`src/rtl/prio_irq_pkg.sv`:
```
package prio_irq_pkg;

    typedef enum logic {
        ST_IDLE  = 1'b0,
        ST_OFFER = 1'b1
    } ctl_state_t;

endpackage

```
`src/rtl/prio_pick.sv`:
```
module prio_pick #(
    parameter int N_SRC = 8,
    parameter int LVL_W = 4
) (
    input  logic [N_SRC-1:0] pend,
    input  logic [N_SRC-1:0] en,
    input  logic             nmi_pend,
    output logic             found,
    output logic [LVL_W-1:0] lvl
);

    logic [N_SRC-1:0] live;

    genvar gi;
    generate
        for (gi = 0; gi < N_SRC; gi++) begin : g_live
            assign live[gi] = pend[gi] & en[gi];
        end
    endgenerate

    // Scan from least to most urgent so the most urgent live line is kept.
    always_comb begin
        found = nmi_pend;
        lvl   = '0;
        if (!nmi_pend) begin
            for (int i = N_SRC - 1; i >= 0; i--) begin
                if (live[i]) begin
                    found = 1'b1;
                    lvl   = LVL_W'(i + 1);
                end
            end
        end
    end

endmodule

```
`src/rtl/level_stack.sv`:
```
module level_stack #(
    parameter int DEPTH = 9,
    parameter int LVL_W = 4,
    parameter int CNT_W = 4,
    parameter logic [LVL_W-1:0] IDLE_LVL = '1
) (
    input  logic             clk,
    input  logic             rst_n,
    input  logic             push,
    input  logic             pop,
    input  logic [LVL_W-1:0] push_lvl,
    output logic [LVL_W-1:0] top_lvl,
    output logic [CNT_W-1:0] cnt
);

    logic [LVL_W-1:0] stk [DEPTH];
    logic             pop_eff;

    assign pop_eff = pop && (cnt != '0);

    always_comb begin
        top_lvl = IDLE_LVL;
        for (int i = 0; i < DEPTH; i++) begin
            if (cnt == CNT_W'(i + 1)) top_lvl = stk[i];
        end
    end

    always_ff @(posedge clk) begin
        if (!rst_n) begin
            cnt <= '0;
            for (int i = 0; i < DEPTH; i++) stk[i] <= IDLE_LVL;
        end else begin
            for (int i = 0; i < DEPTH; i++) begin
                if (push && !pop_eff && cnt == CNT_W'(i)) stk[i] <= push_lvl;
                if (push && pop_eff && cnt == CNT_W'(i + 1)) stk[i] <= push_lvl;
            end
            if (push && !pop_eff)      cnt <= cnt + 1'b1;
            else if (!push && pop_eff) cnt <= cnt - 1'b1;
        end
    end

    // strict masking bounds nesting, so a growing push never meets a full stack.
    assert_no_overflow_R8: assert property (@(posedge clk) disable iff (!rst_n)
        (push && !pop_eff) |-> (cnt < CNT_W'(DEPTH)));

    // a return on an empty stack leaves it empty.
    assert_empty_pop_ignored_R9: assert property (@(posedge clk) disable iff (!rst_n)
        (pop && !push && cnt == '0) |=> (cnt == '0));

endmodule

```
`src/rtl/prio_irq_ctrl.sv`:
```
module prio_irq_ctrl
    import prio_irq_pkg::*;
#(
    parameter int N_SRC = 8,
    parameter int ADDR_W = 16,
    parameter logic [ADDR_W-1:0] VEC_BASE = 16'h0100,
    parameter logic [ADDR_W-1:0] VEC_STRIDE = 16'h0004,
    parameter logic [ADDR_W-1:0] NMI_VEC = 16'h0040
) (
    input  logic                          clk,
    input  logic                          rst_n,
    input  logic [N_SRC-1:0]              irq_req,
    input  logic                          nmi_req,
    input  logic                          en_wr,
    input  logic [N_SRC-1:0]              en_wdata,
    output logic [N_SRC-1:0]              en_rdata,
    input  logic                          cpu_ack,
    input  logic                          cpu_ret,
    output logic                          irq_valid,
    output logic [ADDR_W-1:0]             irq_vec,
    output logic [$clog2(N_SRC+2)-1:0]    svc_level
);

    localparam int LVL_W = $clog2(N_SRC + 2);
    localparam int DEPTH = N_SRC + 1;
    localparam int CNT_W = $clog2(DEPTH + 1);
    localparam logic [LVL_W-1:0] IDLE_LVL = LVL_W'(N_SRC + 1);

    ctl_state_t       state_q, state_d;
    logic [N_SRC-1:0] en_q;
    logic [N_SRC-1:0] pend_q;
    logic             nmi_pend_q;
    logic [LVL_W-1:0] offer_lvl_q;
    logic [LVL_W-1:0] pick_lvl;
    logic             pick_found;
    logic             cand;
    logic             accept;
    logic [LVL_W-1:0] cur_lvl;
    logic [CNT_W-1:0] stk_cnt;
    logic [N_SRC-1:0] clr_line;

    prio_pick #(.N_SRC(N_SRC), .LVL_W(LVL_W)) u_pick (
        .pend     (pend_q),
        .en       (en_q),
        .nmi_pend (nmi_pend_q),
        .found    (pick_found),
        .lvl      (pick_lvl)
    );

    level_stack #(.DEPTH(DEPTH), .LVL_W(LVL_W), .CNT_W(CNT_W), .IDLE_LVL(IDLE_LVL)) u_stack (
        .clk      (clk),
        .rst_n    (rst_n),
        .push     (accept),
        .pop      (cpu_ret),
        .push_lvl (offer_lvl_q),
        .top_lvl  (cur_lvl),
        .cnt      (stk_cnt)
    );

    assign cand   = pick_found && (pick_lvl < cur_lvl);
    assign accept = (state_q == ST_OFFER) && cpu_ack;

    genvar gi;
    generate
        for (gi = 0; gi < N_SRC; gi++) begin : g_clr
            assign clr_line[gi] = accept && (offer_lvl_q == LVL_W'(gi + 1));
        end
    endgenerate

    // Next-state logic
    always_comb begin
        state_d = state_q;
        unique case (state_q)
            ST_IDLE:  if (cand) state_d = ST_OFFER;
            ST_OFFER: begin
                if (accept)     state_d = ST_IDLE;
                else if (!cand) state_d = ST_IDLE;
            end
        endcase
    end

    // State register and the data it carries
    always_ff @(posedge clk) begin
        if (!rst_n) begin
            state_q     <= ST_IDLE;
            en_q        <= '0;
            pend_q      <= '0;
            nmi_pend_q  <= 1'b0;
            offer_lvl_q <= IDLE_LVL;
        end else begin
            state_q    <= state_d;
            if (en_wr) en_q <= en_wdata;
            pend_q     <= (pend_q | irq_req) & ~clr_line;
            nmi_pend_q <= (nmi_pend_q | nmi_req) & ~(accept && offer_lvl_q == '0);
            if (!accept && cand) offer_lvl_q <= pick_lvl;
        end
    end

    // Outputs
    always_comb begin
        irq_valid = (state_q == ST_OFFER);
        en_rdata  = en_q;
        svc_level = cur_lvl;
        if (offer_lvl_q == '0)
            irq_vec = NMI_VEC;
        else
            irq_vec = VEC_BASE + ADDR_W'(offer_lvl_q - 1'b1) * VEC_STRIDE;
    end

    // an accepted offer is strictly more urgent than the level in service.
    assert_accept_outranks_R8: assert property (@(posedge clk) disable iff (!rst_n)
        accept |-> (offer_lvl_q < svc_level));

    // the accepted level becomes the level in service.
    assert_level_follows_ack_R7: assert property (@(posedge clk) disable iff (!rst_n)
        accept |=> (svc_level == $past(offer_lvl_q)));

    // an acknowledged line's pending bit is clear on the next cycle.
    assert_ack_clears_pend_R5: assert property (@(posedge clk) disable iff (!rst_n)
        (accept && offer_lvl_q != '0) |=> (pend_q[$past(offer_lvl_q) - 1'b1] == 1'b0));

    // a return from a nested level restores a less urgent one.
    assert_return_restores_R9: assert property (@(posedge clk) disable iff (!rst_n)
        (cpu_ret && !accept && stk_cnt != '0) |=> (svc_level > $past(svc_level)));

    // a pending non-maskable request is posted whatever the enables hold.
    assert_nmi_posted_R11: assert property (@(posedge clk) disable iff (!rst_n)
        (state_q == ST_IDLE && nmi_pend_q && svc_level != '0) |=> (irq_valid && offer_lvl_q == '0));

endmodule

```
`config.mk`:
```
export PLATFORM = sky130hd
export DESIGN_NAME = prio_irq_ctrl
export DESIGN_NICKNAME = d
export VERILOG_FILES = /design/src/rtl/prio_irq_pkg.sv /design/src/rtl/prio_pick.sv /design/src/rtl/level_stack.sv /design/src/rtl/prio_irq_ctrl.sv
export SDC_FILE = /design/constraint.sdc
export NUM_CORES = 1
export LEC_CHECK = 0
export BUFFER_PORTS_ARGS = -buffer_cell sky130_fd_sc_hd__buf_2
export CAP_MARGIN = 30
export CORE_UTILIZATION = 38
export CTS_CLUSTER_DIAMETER = 60
export DETAILED_ROUTE_END_ITERATION = 16
export PLACE_DENSITY = 0.58
export SYNTH_ARGS = -nofsm -noshare
export SYNTH_HDL_FRONTEND = slang
export SYNTH_SLANG_ARGS = --single-unit
```
`constraint.sdc`:
```
create_clock -name clk -period 10 [get_ports clk]
set_input_delay 2.5 -clock clk [delete_from_list [all_inputs] [get_ports clk]]
set_output_delay 2.5 -clock clk [all_outputs]
set_load 0.01 [all_outputs]
```
=== After elaboration in Yosys (flattened, before gate mapping) ===
Memory sizes are Yosys's and may differ from the RTL's.
Index checks and enable logic that the tools add are counted.

* Output and inout bits: 29
* Flip-flop bits (word level): 26
* Memories: 1
* Bits in writable memories: 36

{| class="wikitable"
|+ Memories
! memory !! depth !! width !! read ports !! clocked after Yosys merged registers in !! wr ports !! RTL line !! text
|-
| u_stack.stk || 9 || 4 || 9 || 0 || 9 || level_stack.sv:16 || <nowiki>logic [LVL_W-1:0] stk [DEPTH];</nowiki>
|}

* Muxes and demuxes: 106
* Add/subtract/negate cells: 4
* $lt $le $gt $ge: 1
* Bitwise logic cells: 33
* Reduce and logical (&&, ||, !) cells: 40
* Equality and inequality tests: 17

{| class="wikitable"
|+ Operators with widths
! cell !! count
|-
| 4-bit two-way mux || 38
|-
| 1-bit two-way mux || 66
|-
| 1-bit logical AND || 34
|-
| 4-bit by 3-bit == test with 1-bit output, second input constant || 8
|-
| 1-bit OR || 19
|-
| 4-bit by 2-bit == test with 1-bit output, second input constant || 4
|-
| 16-bit two-way mux || 1
|-
| 4-bit == test, second input constant || 3
|-
| 10-bit by 7-bit adder with 11-bit output, first input constant || 1
|-
| 1-bit bitwise AND || 9
|-
| 8-bit bitwise AND || 1
|-
| 4-bit by 1-bit == test with 1-bit output, second input constant || 2
|-
| 4-bit zero test || 2
|-
| 8-bit inverter || 1
|-
| 8-bit OR || 1
|-
| 4-bit by 1-bit subtractor with 5-bit output, second input constant || 1
|-
| 4-bit by 1-bit adder with 4-bit output, second input constant || 1
|-
| 4-bit < comparator || 1
|-
| 4-bit nonzero test || 1
|-
| 4-bit by 1-bit subtractor with 4-bit output, second input constant || 1
|-
| 1-bit zero test || 2
|-
| 1-bit inverter || 2
|-
| 1-bit one-hot mux with 2 select lines || 1
|-
| 2-bit nonzero test || 1
|}

=== Longest topological paths before layout ===
Gate-level depths: netlist of the first run.

* Word-level depth: 15
* Gate-level depth with buffers: 17
* Gate-level depth less buffers: 15

=== Hierarchy ===
From an unflattened synthesis of the first run, not the netlist that was laid out.

* Cells, all modules: 328
* Area, all modules: 3,373.2 um^2

{| class="wikitable"
|+ Modules (own cells, without submodules)
! module !! cells an instance !! times used !! area an instance (um^2)
|-
| level_stack || 185 || 1 || 2,149.6
|-
| prio_irq_ctrl || 123 || 1 || 1,094.8
|-
| prio_pick || 20 || 1 || 128.9
|}

=== Worst setup path before layout of the first run ===
OpenSTA, ideal clock, no wires.

* Path type: register -> output
* From: reg u_stack.cnt[0]
* To: out svc_level[3]
* Stages on the path, launching flop included: 10
* Buffers on the path: 2
* Required time: 7,500 ps
* Arrival time: 1,847 ps
* Path slack: 5,653 ps
* Path through: dfxtp_1 -> inv_1 -> ha_1 -> clkbuf_1 -> buf_2 -> nor3b_1 -> nor3_1 -> a211o_1 -> a21oi_1 -> o21ai_0

* Cells in the longest elaborated chain, start to end: 10
* Elaborated cells on any way between the ends: 18
* Those cells by class: eq/ne: 9; mux: 9

{| class="wikitable"
|+ RTL lines
! element !! RTL line !! text
|-
| from (decl) || level_stack.sv:13 || <nowiki>output logic [CNT_W-1:0] cnt</nowiki>
|-
| from (signal assigned) || level_stack.sv:37 || <nowiki>if (push && !pop_eff) cnt <= cnt + 1'b1;</nowiki>
|-
| from (signal assigned) || level_stack.sv:38 || <nowiki>else if (!push && pop_eff) cnt <= cnt - 1'b1;</nowiki>
|-
| 4-bit by 1-bit == test with 1-bit output || level_stack.sv:24 || <nowiki>if (cnt == CNT_W'(i + 1)) top_lvl = stk[i];</nowiki>
|-
| 4-bit two-way mux (8 in a row) || level_stack.sv:24 ||
|-
| 4-bit two-way mux (*) || level_stack.sv:24 ||
|-
| to (decl) || prio_irq_ctrl.sv:21 || <nowiki>output logic [$clog2(N_SRC+2)-1:0] svc_level</nowiki>
|}

Every way passes the cells marked *; elsewhere a longest branch is shown, timed or not.

=== Worst setup path in the final report of the first run ===
* From: reg u_stack.cnt[0]
* To: out svc_level[1]

The elaborated chain is that of the path after synthesis.

==> results of run 1 <==
## power by group through the flow
stage                     Sequential (mW)  Clock (mW)  Combinational [mW]
after floorplan                     0.322           0               0.259
after global placement              0.346           0               0.312
after detailed placement            0.346           0               0.314
after CTS                           0.340       0.242               0.317
after global routing                0.347       0.251               0.357
final                               0.341       0.240               0.317
## flip-flops by register name, summed over array words and instances, names as in the netlist
register     count
en_rdata         8
irq_valid        1
nmi_pend_q       1
offer_lvl_q      4
pend_q           8
u_stack.cnt      4
u_stack.stk     36
## path summary, 6_finish.rpt
check                                    start        endpoint  slack [ps]
worst max-delay path            u_stack.cnt[0]    svc_level[1]        4860
worst min-delay path               en_rdata[5]     en_rdata[5]         550
worst max register to register  u_stack.cnt[0]  offer_lvl_q[3]        5720
worst min register to register     en_rdata[5]     en_rdata[5]         550
## per-stage QoR
step	instances	area, µm²	hold slack, ps	power (mW)	setup WS, ps
5_1_grt	464	3650	592	0.955	4670
3_3_place_gp	448	3440	533	0.658	5140
3_5_place_dp	448	3440	537	0.660	5060
6_report	464	3650	548	0.898	4860
2_1_floorplan	333	3280	512	0.581	5650
4_1_cts	464	3650	552	0.900	4840
## area by class of cell
| type | instances | area (µm²) | area share |
|---|---|---|---|
| clock buffers | 11 | 131 | 0.0360 |
| repair buffers | 40 | 200 | 0.0549 |
| inverters | 8 | 30.0 | 0.00823 |
| flip-flops and latches | 62 | 1600 | 0.439 |
| clock inverters | 5 | 73.8 | 0.0202 |
| well taps | 105 | 131 | 0.0360 |
| multi-input cells | 233 | 1480 | 0.406 |
## routing by layer
metal / track usage / up-vias / routed length (µm)
met4: 0.0732 / 0 / 133
met5: 0 / - / 0
met3: 0.0419 / 13 / 345
li1: - / 1213 / -
met1: 0.270 / 1180 / 3920
met2: 0.285 / 78 / 3540
## kinds of logic after synthesis
| kind of cell | count (synthesis) | share of synthesized area |
|---|---|---|
| other | 1 | 0.00115 |
| AND/OR/NAND/NOR | 107 | 0.174 |
| adder cells (fa/ha/maj) | 9 | 0.0347 |
| flip-flops | 62 | 0.493 |
| XOR/XNOR | 4 | 0.0108 |
| multiplexers | 9 | 0.0316 |
| AO/OA/AOI/OAI | 94 | 0.193 |
| buffers and inverters | 38 | 0.0612 |
## cell usage in the layout (no fill, tap or decap), types with 3 or more instances in the layout
cell type / instances
buf_2: 40
nor3_1: 7
or3_1: 3
a31oi_1: 6
or2_1: 5
nand2_1: 24
and2_1: 3
mux2i_1: 8
dfxtp_1: 26
edfxtp_1: 36
o21a_1: 4
a22oi_1: 5
nand3b_1: 3
nand2b_1: 6
a21oi_1: 21
clkbuf_8: 9
conb_1: 10
o21ai_0: 29
ha_1: 9
o211ai_1: 3
nor2_1: 29
a21o_1: 3
inv_1: 7
nor2b_1: 12
nor3b_1: 4
## critical path, stage by stage (launching register included)
cell     delay (ps)
dfxtp_1         440
ha_1            590
nor2b_1         170
a221o_1         350
nand3_1          70
o21ai_0          90
nor2b_1         190
o221a_2         250
buf_2           130
==> results_dict.tcl, run 1 <==
set metrics [dict create \
    fmax_mhz 195 \
    cts-root-buf "clkbuf_8" \
    hold_buffers 0 \
    pin_count 51 \
    worst_setup_path_end_kind "output port" \
    synth_ff_type "edfxtp_1" \
    grt_antenna_before_repair 0 \
    pwr-share-clk 0.267 \
    slew-limit-headroom 0.274 \
    yosysMostFrequentCell "edfxtp_1" \
    hold_path_class "flip-flop to flip-flop" \
    combPwrFrac 0.353 \
    ys_ff_latch 62 \
    tns_ps 0 \
    die-width_um 94.5 \
    hpwl_um 5530 \
    initial_utilization 0.393 \
    die_h_um 94.5 \
    yosys_warnings 0 \
    worstPathMaxFanout 18 \
    routed_via_density 5.35 \
    first_pass_iters 4 \
    ys_types 63 \
    outcome "finished clean" \
    required_ps 7500 \
    worst_pin_slew_ps 1070 \
    seq_area_frac_synth 0.493 \
    fin_util 0.442 \
    grt-ovfl-total 0 \
    min_period_ps 5140 \
    skew_ps 14.7 \
    cts.path.max_buffers 2 \
    p_int_mw 0.568 \
    vias 2484 \
    nets 385 \
    die_area_um2 8920 \
    setup_violations 0 \
    ir_worst_vdd_mv 0.0905 \
    start_kind "flip-flop" \
    cts_tree "built" \
    drc 0 \
    first_global_vias 2341 \
    hold_violations 0 \
    synth_cells 324 \
    antenna_cells 0 \
    drt_first_iter_violations 194 \
    ctsHtreeMaxLevel 3 \
    rr_worst_depth 13 \
    post_cts_buffers 0 \
    rsz0062_at_grt "false" \
    grt_first_pass_wirelength_um 12500 \
    seqPwrFrac 0.380 \
    io_buffers 40 \
    final.period_utilization 0.514 \
    maxCapViolations 0 \
    synth_area_leader_cell "edfxtp_1" \
    syn_area_per_cell_um2 10.0 \
    critPathArrivalTime_ps 2640 \
    routed_wl_um 7930 \
    track_usage 0.191 \
    cts_sinks 62 \
    yosys-top-cells-area "edfxtp_1 (33%), dfxtp_1 (16%), o21ai_0 (4.5%)" \
    ant_nets 0 \
    gp_congestion 0.774 \
    clk_latency_ps 350 \
    slew_viol_final 0 \
    wl_per_cell_um 17.1 \
    drive_gt1_frac 0.184 \
    clkTransAtPathRegs_ps 70 \
    synth_commonest_cells "edfxtp_1 (36), nor2_1 (29), o21ai_0 (29), dfxtp_1 (26), nand2_1 (24)" \
    cts_resized 0 \
    synth_edf_count 36 \
    grt_max_degree 23 \
    p_sw_mw 0.329 \
    synth.cell_area_um2 3250 \
    syn2layout_area_growth_pct 12.4 \
    power-per-cell-area_nw_per_um2 246 \
    swShare 0.367 \
    async_flop_share 0 \
    rows 33 \
    critical_path_class "flip-flop to output port" \
    synth_top_area_share 0.333 \
    p_leak_nw 1.37 \
    whs_path_depth 2 \
    n_fill_cell 797 \
    cts_buffers 9 \
    core-area_um2 8260 \
]
(Power assumes the default switching activity.)
==> inputs of run 2 (changes only) <==
- ABC_AREA: unset -> 1
- clock period: 10 -> 5.3 ns (I/O delays scaled with it)
==> results_dict.tcl, run 2 <==
set metrics [dict create \
    ys_types 36 \
    drive_gt1_frac 0.188 \
    die_area_um2 8580 \
    wl_per_cell_um 14.1 \
    pre_cts_slack_ps 1740 \
    top_register "u_stack.stk" \
    cts-root-buf "clkbuf_8" \
    holdPathEnd "pend_q[1]" \
    fmax_mhz 254 \
    worst_setup_path_end_kind "output port" \
    r2r_start "u_stack.cnt[0]" \
    cts_resized 0 \
    async_flop_share 0 \
    cts.path.max_buffers 2 \
    whs_path_depth 2 \
    rr_worst_depth 16 \
    yosys.area_share.adder 0.0361 \
    critPathArrivalTime_ps 2610 \
    rsz0062_at_grt "false" \
    hold_path_startpoint "pend_q[1]" \
    clk_latency_ps 340 \
    synth_ff_type "edfxtp_1" \
    ctsHtreeMaxLevel 3 \
    clkTransAtPathRegs_ps 70 \
    slew-limit-headroom 0.467 \
    yosysMostFrequentCell "nand2_1" \
    cts_tree "built" \
    p_leak_nw 1.59 \
    fin_util 0.460 \
    die_h_um 92.6 \
    largest_reg_flops 36 \
    ir_worst_vdd_mv 0.190 \
    hold_buffers 0 \
    placed_cells 500 \
    post_cts_buffers 0 \
    grt_antenna_before_repair 0 \
    setup_violations 0 \
    cts_sinks 62 \
    tns_ps 0 \
    core-area_um2 7850 \
    routed_via_density 4.88 \
    nets 440 \
    final.period_utilization 0.742 \
    design_area_um2 3610 \
    syn_area_per_cell_um2 8.62 \
    layout_common_cells "nand2_1 (55), inv_1 (49), nor2_1 (46)" \
    fin_cells 516 \
    synth-xor-area-share 0.00281 \
    synth_compound_area_frac 0.126 \
    yosys-top-cells-area "edfxtp_1 (35%), dfxtp_1 (17%), nand2_1 (6.6%)" \
    synth_cells 362 \
    drt_first_iter_violations 143 \
    vias 2518 \
    hold_path_class "flip-flop to flip-flop" \
    drc 0 \
    syn2layout_area_growth_pct 15.7 \
    track_usage 0.187 \
    slew_viol_final 0 \
    required_ps 3970 \
    rows 32 \
    min_period_ps 3930 \
    initial_utilization 0.398 \
    outcome "finished clean" \
    hpwl_um 5500 \
    synth_edf_count 36 \
    grt-ovfl-total 0 \
    grt_max_degree 33 \
    synth.cell_area_um2 3120 \
    r2r_slack_ps 2410 \
    critical_path_class "flip-flop to output port" \
    seq_area_frac_synth 0.513 \
    synth_top_area_share 0.346 \
    synth_top_family_by_area "simple AND/OR/NAND/NOR gates" \
    first_global_vias 2459 \
    synth_commonest_cells "nand2_1 (55), inv_1 (49), nor2_1 (46), edfxtp_1 (36), dfxtp_1 (26)" \
    r2r_end "offer_lvl_q[3]" \
    hold_violations 0 \
    first_pass_iters 4 \
    maxCapViolations 0 \
    antenna_cells 0 \
    layout_commonest_cell "nand2_1" \
    ant_nets 0 \
    whs_ps 497 \
    placed_area_um2 3400 \
    routed_wl_um 7260 \
    worst_slack_ps 1370 \
    grt_first_pass_wirelength_um 12000 \
    die-width_um 92.6 \
    yosys-mux-area-fraction 0 \
    cts_buffers 9 \
    start_kind "flip-flop" \
    yosys_warnings 0 \
    worst_pin_slew_ps 793 \
    pin_count 51 \
    ys_ff_latch 62 \
    yosys.area_share.simple 0.226 \
    io_buffers 40 \
    p_total_mw 1.65 \
    skew_ps 9.19 \
    synth_area_leader_cell "edfxtp_1" \
    worstPathMaxFanout 6 \
    power-per-cell-area_nw_per_um2 456 \
    gp_congestion 0.804 \
]
## run 2: cell count changes in the layout (fill, tap and decap cells not counted), moves of 7 or more
cell,delta
a21oi_1,-11
inv_1,+42
mux2i_1,-8
nand2_1,+31
nand3_1,+24
nor2_1,+17
nor2b_1,-12
o211ai_1,+7
## run 2: cells by family after synthesis
kind of cell    after synthesis
xor+xnor                      1
simple gates                155
buf+inv                      68
fa+ha+maj                     9
compound gates               66
flops                        62
other cells                   1
## run 2: how the worst max path moves through the flow
stage,startpoint,endpoint,slack [ps]
3_3_place_gp,u_stack.cnt[0],svc_level[2],1740
2_1_floorplan,cpu_ack,u_stack.stk[8][1],2260
4_1_cts,u_stack.cnt[0],svc_level[2],1370
6_report,u_stack.cnt[0],svc_level[2],1370
3_5_place_dp,u_stack.cnt[0],svc_level[2],1740
5_1_grt,u_stack.cnt[0],svc_level[2],1140
## run 2: report_power, final
part	switching (mW)	internal (mW)
Sequential	0.0478	0.571
Combinational	0.391	0.203
Clock	0.182	0.251
Total	0.621	1.03
## run 2: cell type report
cell class / count / area [µm²]
Inverter: 55 / 206
Fill cell: 811 / 4240
Sequential cell: 62 / 1600
Tap cell: 102 / 128
Clock buffer: 14 / 205
Clock inverter: 2 / 10.0
Timing Repair Buffer: 40 / 200
Multi-Input combinational cell: 241 / 1260
## run 2: critical path: stages (launching register included)
cell	delay, ps
dfxtp_1	340
inv_1	140
ha_1	310
inv_1	110
nor2_2	300
inv_1	170
o21ai_0	170
a21oi_1	50
a21oi_1	160
nand2_1	80
a22oi_1	220
inv_1	70
buf_2	140
## run 2: metal layers
| layer | wire [µm] | GRT usage | up-vias |
|---|---|---|---|
| met4 | 96 | 0.0551 | 0 |
| li1 | - | - | 1293 |
| met3 | 335 | 0.0525 | 7 |
| met5 | 0 | 0 | - |
| met2 | 3600 | 0.326 | 64 |
| met1 | 3230 | 0.223 | 1154 |
